===== src/rtl/stall_watch_pkg.sv =====
package stall_watch_pkg;
  localparam int NUM_CH = 2;
  localparam int CH_LOW = 0;
  localparam int CH_ARB = 1;

  typedef struct packed {
    logic [NUM_CH-1:0] restart;
    logic [NUM_CH-1:0] advance;
  } cntStrobes_t;
endpackage


===== src/rtl/stall_watch_dp.sv =====
module stall_watch_dp
  import stall_watch_pkg::*;
#(
  parameter int CNT_W = 16
) (
  input  logic              clk,
  input  logic              rstN,
  input  cntStrobes_t       strb,
  input  logic [CNT_W-1:0]  lowLimit,
  input  logic [CNT_W-1:0]  arbLimit,
  output logic [NUM_CH-1:0] lastStep
);
  logic [CNT_W-1:0] limitArr [NUM_CH];
  logic [CNT_W-1:0] countArr [NUM_CH];

  assign limitArr[CH_LOW] = lowLimit;
  assign limitArr[CH_ARB] = arbLimit;

  for (genvar ch = 0; ch < NUM_CH; ch++) begin : g_chan
    always_ff @(posedge clk or negedge rstN) begin
      if (!rstN)                   countArr[ch] <= '0;
      else if (strb.restart[ch])   countArr[ch] <= '0;
      else if (strb.advance[ch])   countArr[ch] <= countArr[ch] + 1'b1;
    end

    // next accepted tick reaches the programmed limit
    assign lastStep[ch] = (limitArr[ch] != '0) &&
                          (countArr[ch] == limitArr[ch] - 1'b1);
  end
endmodule


===== src/rtl/stall_watch_ctrl.sv =====
module stall_watch_ctrl
  import stall_watch_pkg::*;
#(
  parameter int SYNC_STAGES = 2
) (
  input  logic              clk,
  input  logic              rstN,
  input  logic              usTick,
  input  logic              msTick,
  input  logic              sclIn,
  input  logic              mstStart,
  input  logic              addrAckRcvd,
  input  logic              bootActive,
  input  logic              clrLowFlag,
  input  logic              clrArbFlag,
  input  logic [NUM_CH-1:0] lastStep,
  output cntStrobes_t       strb,
  output logic              lowTimeoutFlag,
  output logic              arbTimeoutFlag,
  output logic              lowTimeoutIrq,
  output logic              abortReq
);
  logic [SYNC_STAGES-1:0] sclPipe;
  logic sclNow, sclPrev, fallEdge, riseEdge;
  logic lowOpen, arbOpen, lowAdv, arbAdv, lowHit, arbHit;

  // line synchronizer, idle-high reset
  always_ff @(posedge clk or negedge rstN) begin
    if (!rstN) begin
      sclPipe <= '1;
      sclPrev <= 1'b1;
    end else begin
      sclPipe <= {sclPipe[SYNC_STAGES-2:0], sclIn};
      sclPrev <= sclNow;
    end
  end

  assign sclNow   = sclPipe[SYNC_STAGES-1];
  assign fallEdge = sclPrev & ~sclNow;
  assign riseEdge = ~sclPrev & sclNow;

  // window tracking
  assign lowAdv = lowOpen & usTick;
  assign lowHit = lowAdv & lastStep[CH_LOW] & ~riseEdge;
  assign arbAdv = arbOpen & msTick & ~bootActive;
  assign arbHit = arbAdv & lastStep[CH_ARB] & ~addrAckRcvd & ~mstStart;

  always_ff @(posedge clk or negedge rstN) begin
    if (!rstN) begin
      lowOpen <= 1'b0;
      arbOpen <= 1'b0;
    end else begin
      if (fallEdge)               lowOpen <= 1'b1;
      else if (riseEdge || lowHit) lowOpen <= 1'b0;

      if (addrAckRcvd || arbHit)  arbOpen <= 1'b0;
      else if (mstStart)          arbOpen <= 1'b1;
    end
  end

  always_comb begin
    strb = '0;
    strb.restart[CH_LOW] = fallEdge;
    strb.restart[CH_ARB] = mstStart;
    strb.advance[CH_LOW] = lowAdv;
    strb.advance[CH_ARB] = arbAdv;
  end

  // status and event outputs
  always_ff @(posedge clk or negedge rstN) begin
    if (!rstN) begin
      lowTimeoutFlag <= 1'b0;
      arbTimeoutFlag <= 1'b0;
      lowTimeoutIrq  <= 1'b0;
      abortReq       <= 1'b0;
    end else begin
      lowTimeoutIrq <= lowHit;
      abortReq      <= arbHit;
      if (lowHit)          lowTimeoutFlag <= 1'b1;
      else if (clrLowFlag) lowTimeoutFlag <= 1'b0;
      if (arbHit)          arbTimeoutFlag <= 1'b1;
      else if (clrArbFlag) arbTimeoutFlag <= 1'b0;
    end
  end
endmodule


===== src/rtl/i2c_stall_watch.sv =====
module i2c_stall_watch
  import stall_watch_pkg::*;
#(
  parameter int CNT_W       = 16,
  parameter int SYNC_STAGES = 2
) (
  input  logic             clk,
  input  logic             rstN,
  input  logic             usTick,
  input  logic             msTick,
  input  logic             sclIn,
  input  logic             mstStart,
  input  logic             addrAckRcvd,
  input  logic             bootActive,
  input  logic [CNT_W-1:0] lowLimit,
  input  logic [CNT_W-1:0] arbLimit,
  input  logic             clrLowFlag,
  input  logic             clrArbFlag,
  output logic             lowTimeoutFlag,
  output logic             arbTimeoutFlag,
  output logic             lowTimeoutIrq,
  output logic             abortReq
);
  cntStrobes_t       strb;
  logic [NUM_CH-1:0] lastStep;

  stall_watch_ctrl #(.SYNC_STAGES(SYNC_STAGES)) u_ctrl (
    .clk(clk), .rstN(rstN), .usTick(usTick), .msTick(msTick),
    .sclIn(sclIn), .mstStart(mstStart), .addrAckRcvd(addrAckRcvd),
    .bootActive(bootActive), .clrLowFlag(clrLowFlag),
    .clrArbFlag(clrArbFlag), .lastStep(lastStep), .strb(strb),
    .lowTimeoutFlag(lowTimeoutFlag), .arbTimeoutFlag(arbTimeoutFlag),
    .lowTimeoutIrq(lowTimeoutIrq), .abortReq(abortReq)
  );

  stall_watch_dp #(.CNT_W(CNT_W)) u_dp (
    .clk(clk), .rstN(rstN), .strb(strb),
    .lowLimit(lowLimit), .arbLimit(arbLimit), .lastStep(lastStep)
  );
endmodule


===== config.mk =====
export PLATFORM = sky130hd
export DESIGN_NAME = i2c_stall_watch
export DESIGN_NICKNAME = d
export VERILOG_FILES = /design/src/rtl/stall_watch_pkg.sv /design/src/rtl/stall_watch_dp.sv /design/src/rtl/stall_watch_ctrl.sv /design/src/rtl/i2c_stall_watch.sv
export SDC_FILE = /design/constraint.sdc
export NUM_CORES = 1
export LEC_CHECK = 0
export ABC_AREA = 1
export BUFFER_PORTS_ARGS = -buffer_cell sky130_fd_sc_hd__buf_2
export CORE_MARGIN = 1
export CORE_UTILIZATION = 45
export CTS_BUF_LIST = sky130_fd_sc_hd__clkbuf_4
export CTS_CLUSTER_DIAMETER = 30
export DETAILED_ROUTE_END_ITERATION = 7
export PLACE_DENSITY_LB_ADDON = 0.2
export SLEW_MARGIN = 20
export SYNTH_ARGS = -nofsm -noshare
export SYNTH_HDL_FRONTEND = slang
export SYNTH_SLANG_ARGS = --single-unit

===== constraint.sdc =====
create_clock -name clk -period 2.1 [get_ports clk]
set_clock_uncertainty 0.15 [all_clocks]
set_input_delay 0.315 -clock clk [delete_from_list [all_inputs] [get_ports clk]]
set_output_delay 0.315 -clock clk [all_outputs]
set_load 0.05 [all_outputs]

==> results of run 1 <==
-- final cells by class --
cell class / instances / area [um^2]
fillers: 718 / 3130
multi-input cells: 370 / 1990
flip-flops and latches: 41 / 1030
repair buffers: 54 / 303
inverters: 68 / 255
well taps: 96 / 120
clock buffers: 6 / 45.0
clock inverters: 2 / 33.8
-- routing by layer --
metal	GRT usage (%)	part of all wire (%)	vias up
li1	-	-	1652
met1	34.1	52	1407
met2	32.8	42	61
met3	3.41	5.4	2
met4	3.58	0.22	0
met5	0	0	-
-- layout by cell type (no fill, tap or decap), types with 6 or more instances in the layout --
master and n:
sky130_fd_sc_hd__ha_1 6, sky130_fd_sc_hd__buf_2 45, sky130_fd_sc_hd__clkbuf_4 6, sky130_fd_sc_hd__nand4_1 8, sky130_fd_sc_hd__nor2_1 68, sky130_fd_sc_hd__a21oi_1 23
sky130_fd_sc_hd__inv_1 60, sky130_fd_sc_hd__xor2_1 22, sky130_fd_sc_hd__dfrtp_1 38, sky130_fd_sc_hd__nand2_1 118, sky130_fd_sc_hd__nor3_1 18, sky130_fd_sc_hd__o21ai_0 15
sky130_fd_sc_hd__xnor2_1 18, sky130_fd_sc_hd__nand3b_1 7, sky130_fd_sc_hd__nand3_1 27
-- cells in the mapped netlist --
cell type / count / share of area, %
sky130_fd_sc_hd__a21oi_1: 23 / 3.5
sky130_fd_sc_hd__nor3b_1: 3 / 0.69
sky130_fd_sc_hd__o21ai_1: 1 / 0.15
sky130_fd_sc_hd__o21a_1: 3 / 0.69
sky130_fd_sc_hd__dfstp_2: 3 / 2.4
sky130_fd_sc_hd__nand3b_1: 7 / 1.6
sky130_fd_sc_hd__clkinv_1: 4 / 0.46
sky130_fd_sc_hd__and3_1: 1 / 0.19
sky130_fd_sc_hd__nand3_2: 2 / 0.61
sky130_fd_sc_hd__nor3_1: 18 / 2.7
sky130_fd_sc_hd__nand4_1: 8 / 1.5
sky130_fd_sc_hd__nand4_4: 1 / 0.65
sky130_fd_sc_hd__a31oi_1: 1 / 0.19
sky130_fd_sc_hd__xnor2_1: 18 / 4.8
sky130_fd_sc_hd__nor2_1: 68 / 7.8
sky130_fd_sc_hd__or2_1: 2 / 0.38
sky130_fd_sc_hd__nand2_1: 118 / 14
sky130_fd_sc_hd__or2_0: 2 / 0.38
sky130_fd_sc_hd__ha_1: 6 / 2.3
sky130_fd_sc_hd__inv_1: 60 / 6.9
sky130_fd_sc_hd__a211oi_1: 1 / 0.23
sky130_fd_sc_hd__or2_2: 2 / 0.38
sky130_fd_sc_hd__nand2_2: 2 / 0.38
sky130_fd_sc_hd__xor2_1: 22 / 5.9
sky130_fd_sc_hd__nor3_2: 4 / 1.2
sky130_fd_sc_hd__xor2_2: 1 / 0.50
sky130_fd_sc_hd__and2_1: 1 / 0.19
sky130_fd_sc_hd__a221oi_1: 1 / 0.27
sky130_fd_sc_hd__inv_2: 4 / 0.46
sky130_fd_sc_hd__nor4_1: 1 / 0.19
sky130_fd_sc_hd__o22ai_1: 1 / 0.19
sky130_fd_sc_hd__a2bb2oi_1: 1 / 0.27
sky130_fd_sc_hd__nor2_2: 3 / 0.57
sky130_fd_sc_hd__nor2_4: 5 / 1.7
sky130_fd_sc_hd__nand3_1: 27 / 4.1
sky130_fd_sc_hd__clkbuf_1: 1 / 0.11
sky130_fd_sc_hd__nor4_4: 1 / 0.65
sky130_fd_sc_hd__o21ai_0: 15 / 2.3
sky130_fd_sc_hd__dfrtp_1: 38 / 29
-- critical path, delay by kind of cell (launching register included) --
kind	cells	cell delay [ns]
buf+inv	1	0.08
flops	1	0.45
simple gates	8	0.98
-- cell families (layout without fill, tap and decap cells) --
family,after synthesis,after routing,synth area share (%)
AND/OR/NAND/NOR,276,276,39.5
buffers and inverters,69,130,7.89
AO/OA/AOI/OAI,47,47,7.78
XOR/XNOR,41,41,11.2
flip-flops,41,41,31.4
adder cells (fa/ha/maj),6,6,2.29
-- per-stage QoR --
stage	cell area (um^2)	power, uW	util (%)	std cells
3_3_place_gp	3660	1160	53.0	625
3_5_place_dp	3660	1170	53.0	625
4_1_cts	3780	1700	54.7	637
6_report	3780	1670	54.7	637
2_1_floorplan	3280	1040	-	480
5_1_grt	3780	1780	54.7	637
-- state kept, by name, summed over array words and instances (netlist names) --
register               flops
u_ctrl.abortReq            1
u_ctrl.arbOpen             1
u_ctrl.arbTimeoutFlag      1
u_ctrl.lowOpen             1
u_ctrl.lowTimeoutFlag      1
u_ctrl.lowTimeoutIrq       1
u_ctrl.sclPipe             2
u_ctrl.sclPrev             1
u_dp.countArr             32
-- worst max-delay path by stage --
stage / from / to / slack, ns
6_report: u_dp.countArr[7] / u_dp.countArr[14] / 0.32
5_1_grt: u_dp.countArr[7] / u_dp.countArr[14] / 0.09
4_1_cts: u_dp.countArr[7] / u_dp.countArr[14] / 0.33
3_5_place_dp: lowLimit[1] / u_ctrl.lowOpen / 0.02
3_3_place_gp: lowLimit[1] / u_ctrl.lowOpen / 0.05
2_1_floorplan: lowLimit[1] / u_ctrl.lowOpen / 0.33
-- power by group --
part	total, uW	internal (uW)	switching [uW]
Combinational	318	131	187
Clock	510	261	249
Sequential	841	814	27.5
Total	1670	1210	463
==> impl_metrics.env, run 1 <==
export IMPL_cts_sinks=41
export IMPL_hold_slack_ns=0.0646
export IMPL_tns_ns=0
export IMPL_drive_above_1_share_pct=15.7
export IMPL_clk_path_buf_depth=2
export IMPL_r2r_slack_ns=0.32
export IMPL_io_port_bufs=45
export IMPL_detail_route_wirelength_mm=7.73
export IMPL_hold_path_startpoint="clrLowFlag"
export IMPL_avgRoutedWirePerCell_um=12.1
export IMPL_drt_first_iter_violations=132
export IMPL_gr_total_overflow=0
export IMPL_antenna_found_initial=0
export IMPL_synth_area_per_cell_um2=6.83
export IMPL_num_io_pins=46
export IMPL_antenna_cells_inserted=0
export IMPL_cpMaxStageDelayCell="sky130_fd_sc_hd__dfrtp_1"
export IMPL_hpwlAfterDp_mm=6.18
export IMPL_run_status="finished, final reports clean"
export IMPL_slew_violations=0
export IMPL_grt_pass1_wl_mm=13.2
export IMPL_min_delay_path_class="in -> reg"
export IMPL_clk_transition_reported_paths_ns=0.12
export IMPL_netlist_area_mm2=0.00328
export IMPL_grt_use_total_pct=22.1
export IMPL_drc=0
export IMPL_rsz_0062_raised_after_global_routing="no"
export IMPL_place_gp_congestion=0.809
export IMPL_synth_nets=528
export IMPL_fp_dieW_um=87.4
export IMPL_min_to="u_ctrl.lowTimeoutFlag"
export IMPL_whs_path_depth=4
export IMPL_timing_rr_start="u_dp.countArr[7]"
export IMPL_finalCritPeriodShare_pct=84.8
export IMPL_fin_crit_ns=1.78
export IMPL_worst_r2r_cell_count=9
export IMPL_nets=588
export IMPL_max_freq_mhz=561
export IMPL_cts_hold_repair_buffers=4
export IMPL_synth_cells=480
export IMPL_worst_slew_pin_transition_ns=0.540
export IMPL_drv_max_cap_violation_count=0
export IMPL_maxSlewHeadroom_pct=64.0
export IMPL_maximum_number_of_pins_on_one_net_before_global_route_repair=42
export IMPL_flow_area_growth_from_synthesis_pct=15.2
export IMPL_cp_arrival_ns=1.86
export IMPL_clock_tree_root_cell="sky130_fd_sc_hd__clkbuf_4"
export IMPL_vdd_drop_max_uv=352
export IMPL_fp_dieArea_mm2=0.00764
export IMPL_coreArea_mm2=0.00691
export IMPL_p_leak_uw=0.00179
export IMPL_endpoint_required_time_on_the_critical_path_ns=2.18
export IMPL_antenna_violating_nets_left=0
export IMPL_vias=3122
export IMPL_rr_endpoint="u_dp.countArr[14]"
export IMPL_timing_critical_path_mode_cell="sky130_fd_sc_hd__nand2_1"
export IMPL_timing_hold_violations_final=0
export IMPL_power_density_mw_per_mm2=442
export IMPL_die_height_um=87.4
export IMPL_clock_tree_htree_level_count=2
export IMPL_yosys_warnings=0
export IMPL_worstPathCellList="nand2_1, inv_1, nand2_1, nor3_2, nand2_1, nor3_2, nand2_1, nor3_1, nor3_1"
export IMPL_worst_path_largest_cell_delay_ns=0.45
export IMPL_post_synth_num_cell_types=39
export IMPL_ys_seq_elements=41
export IMPL_portion_of_the_post_synthesis_area_used_by_sequential_elements_pct=31.4
export IMPL_crit_path_max_fanout=4
export IMPL_cts_setup_buffers=0
export IMPL_core_rowCount=30
export IMPL_startpoint_type="register"
export IMPL_grt_pass1_vias=2828
export IMPL_worstSetupEndpointType="register"
export IMPL_setup_viol=0
export IMPL_firstDrtPassIters=5
export IMPL_tritoncts="built"
export IMPL_initial_utilization_pct=47.5
export IMPL_ctsResizeCount=0
export IMPL_route_detailed_vias_per_inst=4.90
export IMPL_worst_setup_path_type="reg -> reg"
export IMPL_clkLatencyLatePin_ns=0.34
export IMPL_cts_made_buffers=5
export IMPL_layout_setup_ws_ns=0.319
export IMPL_dp_worst_setup_slack_ns=0.0185
No activity file was read; power rests on OpenSTA's default activity.
==> inputs of run 2 (changes only) <==
--- a/config.mk
+++ b/config.mk
@@ -5,7 +5,7 @@
 export SDC_FILE = /design/constraint.sdc
 export NUM_CORES = 1
 export LEC_CHECK = 0
-export ABC_AREA = 1
+export ABC_AREA = 0
 export BUFFER_PORTS_ARGS = -buffer_cell sky130_fd_sc_hd__buf_2
 export CORE_MARGIN = 1
 export CORE_UTILIZATION = 45
==> constraint.sdc (replaced) <==
create_clock -name clk -period 1.45 [get_ports clk]
set_clock_uncertainty 0.15 [all_clocks]
set_input_delay 0.2175 -clock clk [delete_from_list [all_inputs] [get_ports clk]]
set_output_delay 0.2175 -clock clk [all_outputs]
set_load 0.05 [all_outputs]
==> run 2 against run 1 <==
  * The run now ends with setup timing left
  * Area after synthesis down 8.4%
  * Die area fell by 8.2%
  * Clock power grew 51%
  * Register-to-register slack worse by 1.1 ns
  * Combinational power up 110%
  * Critical path type unchanged
  * Critical endpoint is now u_ctrl.lowOpen
==> impl_metrics.env, run 2 <==
export IMPL_startpoint_type="register"
export IMPL_yosys_most_used_dff="sky130_fd_sc_hd__dfrtp_1"
export IMPL_layout_setup_ws_ns=-0.813
export IMPL_worstSetupEndpointType="register"
export IMPL_fp_dieArea_mm2=0.00701
export IMPL_slew_violations=0
export IMPL_clk_path_buf_depth=2
export IMPL_core_rowCount=29
export IMPL_synth_area_per_cell_um2=8.66
export IMPL_grt_use_total_pct=26.1
export IMPL_gr_total_overflow=0
export IMPL_total_of_fill_cells_in_the_finished_design=458
export IMPL_initial_utilization_pct=47.1
export IMPL_min_delay_path_class="in -> reg"
export IMPL_synthArstFlopShare_pct=100
export IMPL_num_io_pins=46
export IMPL_synth_enable_flop_cells=0
export IMPL_worst_setup_path_type="reg -> reg"
export IMPL_synth_nets=395
export IMPL_grt_pass1_vias=3085
export IMPL_ys_top_cells_by_count="sky130_fd_sc_hd__nor2_1, sky130_fd_sc_hd__dfrtp_1, sky130_fd_sc_hd__xor2_1, sky130_fd_sc_hd__xnor2_1, sky130_fd_sc_hd__nand2_1"
export IMPL_synth_top_cell_area_share_pct=31.6
export IMPL_largest_reg_flops=32
export IMPL_avgRoutedWirePerCell_um=15.1
export IMPL_ys_seq_elements=41
export IMPL_p_leak_uw=0.00222
export IMPL_final_common_cell="sky130_fd_sc_hd__buf_4"
export IMPL_final_power_uw=2650
export IMPL_synth_cells=347
export IMPL_run_status="complete, but fails checks"
export IMPL_timing_hold_violations_final=0
export IMPL_power_density_mw_per_mm2=561
export IMPL_nets=562
export IMPL_coreArea_mm2=0.00639
export IMPL_setup_viol=32
export IMPL_drc=0
export IMPL_worst_slew_pin_transition_ns=0.610
export IMPL_antenna_cells_inserted=0
export IMPL_violations="setup timing"
export IMPL_vias=3142
export IMPL_drv_max_cap_violation_count=0
export IMPL_firstDrtPassIters=4
export IMPL_cell_accounting_for_the_most_synthesized_area="sky130_fd_sc_hd__dfrtp_1"
export IMPL_clk_transition_reported_paths_ns=0.13
export IMPL_crit_path_max_fanout=2
export IMPL_drt_first_iter_violations=195
export IMPL_route_detailed_vias_per_inst=5.31
export IMPL_clock_tree_root_cell="sky130_fd_sc_hd__clkbuf_4"
export IMPL_largestRegisters="u_dp.countArr: 32 flops, u_ctrl.sclPipe: 2 flops"
export IMPL_dp_worst_setup_slack_ns=-1.07
export IMPL_post_synth_num_cell_types=58
export IMPL_endpoint_required_time_on_the_critical_path_ns=1.54
export IMPL_most_area_consuming_cells_after_synthesis="sky130_fd_sc_hd__dfrtp_1, sky130_fd_sc_hd__xor2_1, sky130_fd_sc_hd__xnor2_1, sky130_fd_sc_hd__nor2_1, sky130_fd_sc_hd__nor4_1"
export IMPL_maxSlewHeadroom_pct=58.8
export IMPL_clkLatencyLatePin_ns=0.36
export IMPL_maximum_number_of_pins_on_one_net_before_global_route_repair=20
export IMPL_portion_of_the_post_synthesis_area_used_by_sequential_elements_pct=34.3
export IMPL_netlist_area_mm2=0.00301
export IMPL_cp_arrival_ns=2.35
export IMPL_rsz_0062_raised_after_global_routing="yes"
export IMPL_drive_above_1_share_pct=45.4
export IMPL_place_gp_congestion=0.847
export IMPL_grt_pass1_wl_mm=14.5
export IMPL_whs_path_depth=3
export IMPL_vdd_drop_max_uv=633
export IMPL_cts_made_buffers=5
export IMPL_clock_tree_htree_level_count=2
export IMPL_tritoncts="built"
export IMPL_commonest_non_fill_non_tap_cells_in_the_layout="sky130_fd_sc_hd__buf_4, sky130_fd_sc_hd__buf_2, sky130_fd_sc_hd__nor2_1, sky130_fd_sc_hd__dfrtp_1, sky130_fd_sc_hd__xor2_1"
export IMPL_cts_sinks=41
export IMPL_multiInputGateArea_mm2=0.00219
export IMPL_fp_dieW_um=83.7
export IMPL_antenna_violating_nets_left=0
export IMPL_post_synth_top_count_cell="sky130_fd_sc_hd__nor2_1"
export IMPL_worst_r2r_cell_count=6
export IMPL_die_height_um=83.7
export IMPL_max_freq_mhz=442
export IMPL_antenna_found_initial=0
export IMPL_max_flop_register="u_dp.countArr"
export IMPL_fin_crit_ns=2.26
export IMPL_yosys_warnings=0
export IMPL_detail_route_wirelength_mm=8.96
export IMPL_finalCritPeriodShare_pct=156
export IMPL_ff_latch_area_mm2=0.00103
export IMPL_io_port_bufs=45
export IMPL_flow_area_growth_from_synthesis_pct=57.3
export IMPL_hpwlAfterDp_mm=6.52
[run 2: changes by cell type in the layout (fill, tap and decap cells not counted), moves of 12 or more]
cell                      previous run  this run
sky130_fd_sc_hd__nand2_1           118        17
sky130_fd_sc_hd__nor4_1              1        13
sky130_fd_sc_hd__a21oi_1            23         6
sky130_fd_sc_hd__nor2_1             68        44
sky130_fd_sc_hd__inv_1              60        11
sky130_fd_sc_hd__buf_4               5       103
sky130_fd_sc_hd__xor2_1             22        35
sky130_fd_sc_hd__buf_6               0        18
sky130_fd_sc_hd__nand3_1            27         4
[run 2: cell type report]
type / instances / share of cell area [%]
Tap cell: 77 / 2.04
Sequential cell: 41 / 21.8
Timing Repair Buffer: 172 / 26.9
Inverter: 14 / 1.22
Clock inverter: 2 / 0.820
Multi-Input combinational cell: 280 / 46.3
Clock buffer: 6 / 0.953
[run 2: cells by family (layout without fill, tap and decap cells)]
family | count (synthesis) | after routing | share of synthesized area (%)
AND/OR/NAND/NOR | 164 | 164 | 29.7
XOR/XNOR | 67 | 67 | 19.5
AO/OA/AOI/OAI | 41 | 41 | 9.45
flip-flops | 41 | 41 | 34.3
buffers and inverters | 26 | 194 | 3.83
adder cells (fa/ha/maj) | 7 | 7 | 2.87
multiplexers | 1 | 1 | 0.333
[run 2: where the power goes]
part	switching [uW]	internal, uW	total, uW
Combinational	329	346	675
Clock	385	386	771
Sequential	32.4	1180	1210
Total	747	1910	2650
[run 2: worst paths after layout]
check,slack [ns],endpoint,from
setup reg to reg,-0.81,u_ctrl.lowOpen,u_dp.countArr[29]
setup / recovery,-0.81,u_ctrl.lowOpen,u_dp.countArr[29]
hold / removal,0.14,u_dp.countArr[5],mstStart
max in group asynchronous,0.52,u_dp.countArr[11],rstN
hold reg to reg,0.22,u_ctrl.sclPipe[1],u_ctrl.sclPipe[0]
min in group asynchronous,0.17,u_dp.countArr[30],rstN
[run 2: repair_timing]
action	4_1_cts	5_1_grt
resized for setup	39	24
hold buffers	5	0
setup endpoints to repair	32	36
hold endpoints to repair	45	0
pin swaps	36	25
setup buffers	11	8
[run 2: metrics by stage]
stage	TNS, ns	area [um^2]	util, %	cells	hold WS, ns
6_report	-11.34	4730	74.0	592	0.139
3_3_place_gp	-10.27	4190	65.7	565	0.0158
2_1_floorplan	-5.50	3160	-	347	-0.228
5_1_grt	-13.62	4730	74.0	592	0.152
4_1_cts	-9.17	4590	71.9	588	0.142
3_5_place_dp	-10.87	4190	65.7	565	0.0253
[run 2: per-layer routing]
metal,GRT usage [%],wire (um),up-vias
li1,-,-,1566
met1,37.8,4240,1498
met2,41.2,4260,70
met3,3.96,378,8
met4,6.32,85,0
met5,0,0,-
[run 2: worst max-delay path, cell delays in order, from the launching register on]
cell and delay, ns:
sky130_fd_sc_hd__dfrtp_1 0.44, sky130_fd_sc_hd__xnor2_2 0.16, sky130_fd_sc_hd__xnor2_1 0.14, sky130_fd_sc_hd__or4b_4 0.51, sky130_fd_sc_hd__a221oi_4 0.30, sky130_fd_sc_hd__a41oi_2 0.13, sky130_fd_sc_hd__maj3_2 0.30
==> inputs of run 3 (changes only) <==
--- a/config.mk
+++ b/config.mk
@@ -12,8 +12,9 @@
 export CTS_BUF_LIST = sky130_fd_sc_hd__clkbuf_4
 export CTS_CLUSTER_DIAMETER = 30
 export DETAILED_ROUTE_END_ITERATION = 7
+export MAX_ROUTING_LAYER = met4
 export PLACE_DENSITY_LB_ADDON = 0.2
-export SLEW_MARGIN = 20
+export SLEW_MARGIN = 0
 export SYNTH_ARGS = -nofsm -noshare
 export SYNTH_HDL_FRONTEND = slang
 export SYNTH_SLANG_ARGS = --single-unit
==> run 3 against run 2 <==
  * The run still ends with setup timing left
  * Non-clock buffer count up 1
  * Critical path depth unchanged
  * Die area unchanged
  * Global-route usage up 0.46 points
  * Core utilization down 0.72 points
  * Combinational power up 7.0%
  * Clock power down 22%
  * Design area down 0.98%
  * Register-to-register slack worse by 0.06 ns
  * Sequential power about the same
  * Wire length down 1.1%
  * Fmax down 2.7%
  * Largest cell class unchanged
==> impl_metrics.env, run 3 (same netlist as run 2, synthesis figures left out) <==
export IMPL_run_status="complete, but fails checks"
export IMPL_violations="setup timing"
export IMPL_firstDrtPassIters=5
export IMPL_largestRegisters="u_dp.countArr: 32 flops, u_ctrl.sclPipe: 2 flops"
export IMPL_worst_setup_path_type="reg -> reg"
export IMPL_p_leak_uw=0.00215
export IMPL_clk_transition_reported_paths_ns=0.14
export IMPL_pwr_share_comb_pct=28.5
export IMPL_clkLatencyLatePin_ns=0.35
export IMPL_maxSlewHeadroom_pct=66.3
export IMPL_largest_reg_flops=32
export IMPL_startpoint_type="register"
export IMPL_detail_route_wirelength_mm=8.86
export IMPL_endpoint_required_time_on_the_critical_path_ns=1.53
export IMPL_fp_dieW_um=83.7
export IMPL_final_power_uw=2540
export IMPL_p_sw_share_pct=30.9
export IMPL_max_freq_mhz=430
export IMPL_drc=0
export IMPL_grt_pass1_vias=3169
export IMPL_drt_first_iter_violations=217
export IMPL_dp_worst_setup_slack_ns=-1.05
export IMPL_antenna_violating_nets_left=0
export IMPL_met1_length_mm=4.33
export IMPL_antenna_found_initial=0
export IMPL_num_io_pins=46
export IMPL_cpMaxStageDelayCell="sky130_fd_sc_hd__or4b_1"
export IMPL_gr_total_overflow=0
export IMPL_antenna_cells_inserted=0
export IMPL_avgRoutedWirePerCell_um=14.9
export IMPL_final_common_cell="sky130_fd_sc_hd__buf_4"
export IMPL_power_density_mw_per_mm2=542
export IMPL_max_flop_register="u_dp.countArr"
export IMPL_cp_arrival_ns=2.41
export IMPL_drv_max_cap_violation_count=0
export IMPL_cts_sinks=41
export IMPL_fin_crit_ns=2.33
export IMPL_total_of_fill_cells_in_the_finished_design=465
export IMPL_crit_path_max_fanout=2
export IMPL_place_gp_congestion=0.854
export IMPL_cts_made_buffers=5
export IMPL_highest_layer_used_for_signal_routing="met4"
export IMPL_coreArea_mm2=0.00639
export IMPL_clk_path_buf_depth=2
export IMPL_min_delay_path_class="in -> reg"
export IMPL_tritoncts="built"
export IMPL_nets=563
export IMPL_layout_setup_ws_ns=-0.877
export IMPL_worstSetupEndpointType="register"
export IMPL_io_port_bufs=45
export IMPL_detailroute_wirelength_met2_mm=4.07
export IMPL_rsz_0062_raised_after_global_routing="yes"
export IMPL_path_buf_inv=0
export IMPL_vias=3192
export IMPL_maximum_number_of_pins_on_one_net_before_global_route_repair=21
export IMPL_clock_tree_htree_level_count=2
export IMPL_initial_utilization_pct=47.1
export IMPL_power_switching_uw=784
export IMPL_worstPathCellList="xnor2_2, xnor2_1, or4b_1, a221oi_2, a41oi_2, maj3_2"
export IMPL_timing_hold_violations_final=0
export IMPL_route_detailed_vias_per_inst=5.38
export IMPL_power_share_sequential_pct=47.8
export IMPL_setup_viol=34
export IMPL_flow_area_growth_from_synthesis_pct=55.8
export IMPL_vdd_drop_max_uv=678
export IMPL_core_rowCount=29
export IMPL_drive_above_1_share_pct=45.3
export IMPL_finalCritPeriodShare_pct=160
export IMPL_met3_wirelength_from_detailed_routing_um=360
export IMPL_slew_violations=0
export IMPL_worst_slew_pin_transition_ns=0.499
export IMPL_power_internal_uw=1750
export IMPL_power_clock_fraction_pct=23.8
export IMPL_grt_use_total_pct=26.6
export IMPL_clock_tree_root_cell="sky130_fd_sc_hd__clkbuf_4"
export IMPL_worst_path_largest_cell_delay_ns=0.51
export IMPL_commonest_non_fill_non_tap_cells_in_the_layout="sky130_fd_sc_hd__buf_4, sky130_fd_sc_hd__buf_2, sky130_fd_sc_hd__nor2_1, sky130_fd_sc_hd__dfrtp_1, sky130_fd_sc_hd__xor2_1"
export IMPL_hpwlAfterDp_mm=6.53
export IMPL_final_util_pct=73.3
export IMPL_timing_critical_path_max_delay_family="simple AND/OR/NAND/NOR gates"
export IMPL_grt_pass1_wl_mm=14.5
export IMPL_fp_dieArea_mm2=0.00701
export IMPL_die_height_um=83.7
-- run 3: cell count changes in the layout (fill, tap and decap cells not counted), moves of 2 or more --
cell / delta
sky130_fd_sc_hd__nand3_4: +2
sky130_fd_sc_hd__nand2_1: -2
sky130_fd_sc_hd__xor2_2: -2
sky130_fd_sc_hd__nand2_2: +4
sky130_fd_sc_hd__a221oi_2: +2
sky130_fd_sc_hd__xor2_1: +2
sky130_fd_sc_hd__buf_6: +2
sky130_fd_sc_hd__nand2_4: -2
-- run 3: what timing repair did --
action,in CTS,in global routing
endpoints found under the setup margin,32,36
gates resized for setup,42,18
hold endpoints to repair,21,0
hold buffers,5,0
pin swaps,37,17
buffers inserted,11,8
-- run 3: power by group through the flow --
stage          Clock, uW  Combinational, uW  Sequential (uW)
3_5_place_dp           0                576             1220
5_1_grt              667                782             1210
4_1_cts              613                659             1210
2_1_floorplan          0                254             1230
3_3_place_gp           0                562             1220
6_report             603                722             1210
-- run 3: cell type report --
cell class	count	area, um^2	share of cell area, %
Inverter	14	57.6	1.23
Timing Repair Buffer	173	1290	27.5
Clock buffer	5	37.5	0.802
Tap cell	77	96.3	2.06
Multi-Input combinational cell	280	2150	46.0
Clock inverter	3	21.3	0.454
Sequential cell	41	1030	22.0
-- run 3: worst reg2reg max path, stage by stage, from the launching register on --
cell	delay, ns
sky130_fd_sc_hd__dfrtp_1	0.45
sky130_fd_sc_hd__xnor2_2	0.17
sky130_fd_sc_hd__xnor2_1	0.14
sky130_fd_sc_hd__or4b_1	0.51
sky130_fd_sc_hd__a221oi_2	0.32
sky130_fd_sc_hd__a41oi_2	0.15
sky130_fd_sc_hd__maj3_2	0.31
-- run 3: final timing paths --
check | to | start | slack, ns | depth (start not counted)
worst max-delay path | u_ctrl.lowOpen | u_dp.countArr[29] | -0.88 | 6
worst min-delay path | u_dp.countArr[5] | mstStart | 0.13 | 3
worst max register to register | u_ctrl.lowOpen | u_dp.countArr[29] | -0.88 | 6
worst min register to register | u_ctrl.sclPipe[1] | u_ctrl.sclPipe[0] | 0.22 | 0
max in group asynchronous | u_dp.countArr[18] | rstN | 0.47 | 3
min in group asynchronous | u_ctrl.lowTimeoutIrq | rstN | 0.20 | 2
-- run 3: metal layers --
metal,GRT usage [%],up-vias
met2,40.9,92
met5,-,-
li1,-,1568
met4,7.09,0
met1,37.0,1522
met3,3.66,10
-- run 3: stage by stage --
step,hold slack [ns],instance area (um^2),TNS (ns),std cells
2_1_floorplan,-0.228,3160,-5.50,347
3_3_place_gp,0.0621,4180,-10.26,563
3_5_place_dp,0.0592,4180,-10.98,563
4_1_cts,0.125,4560,-9.68,586
5_1_grt,0.118,4680,-15.64,593
6_report,0.129,4680,-12.99,593
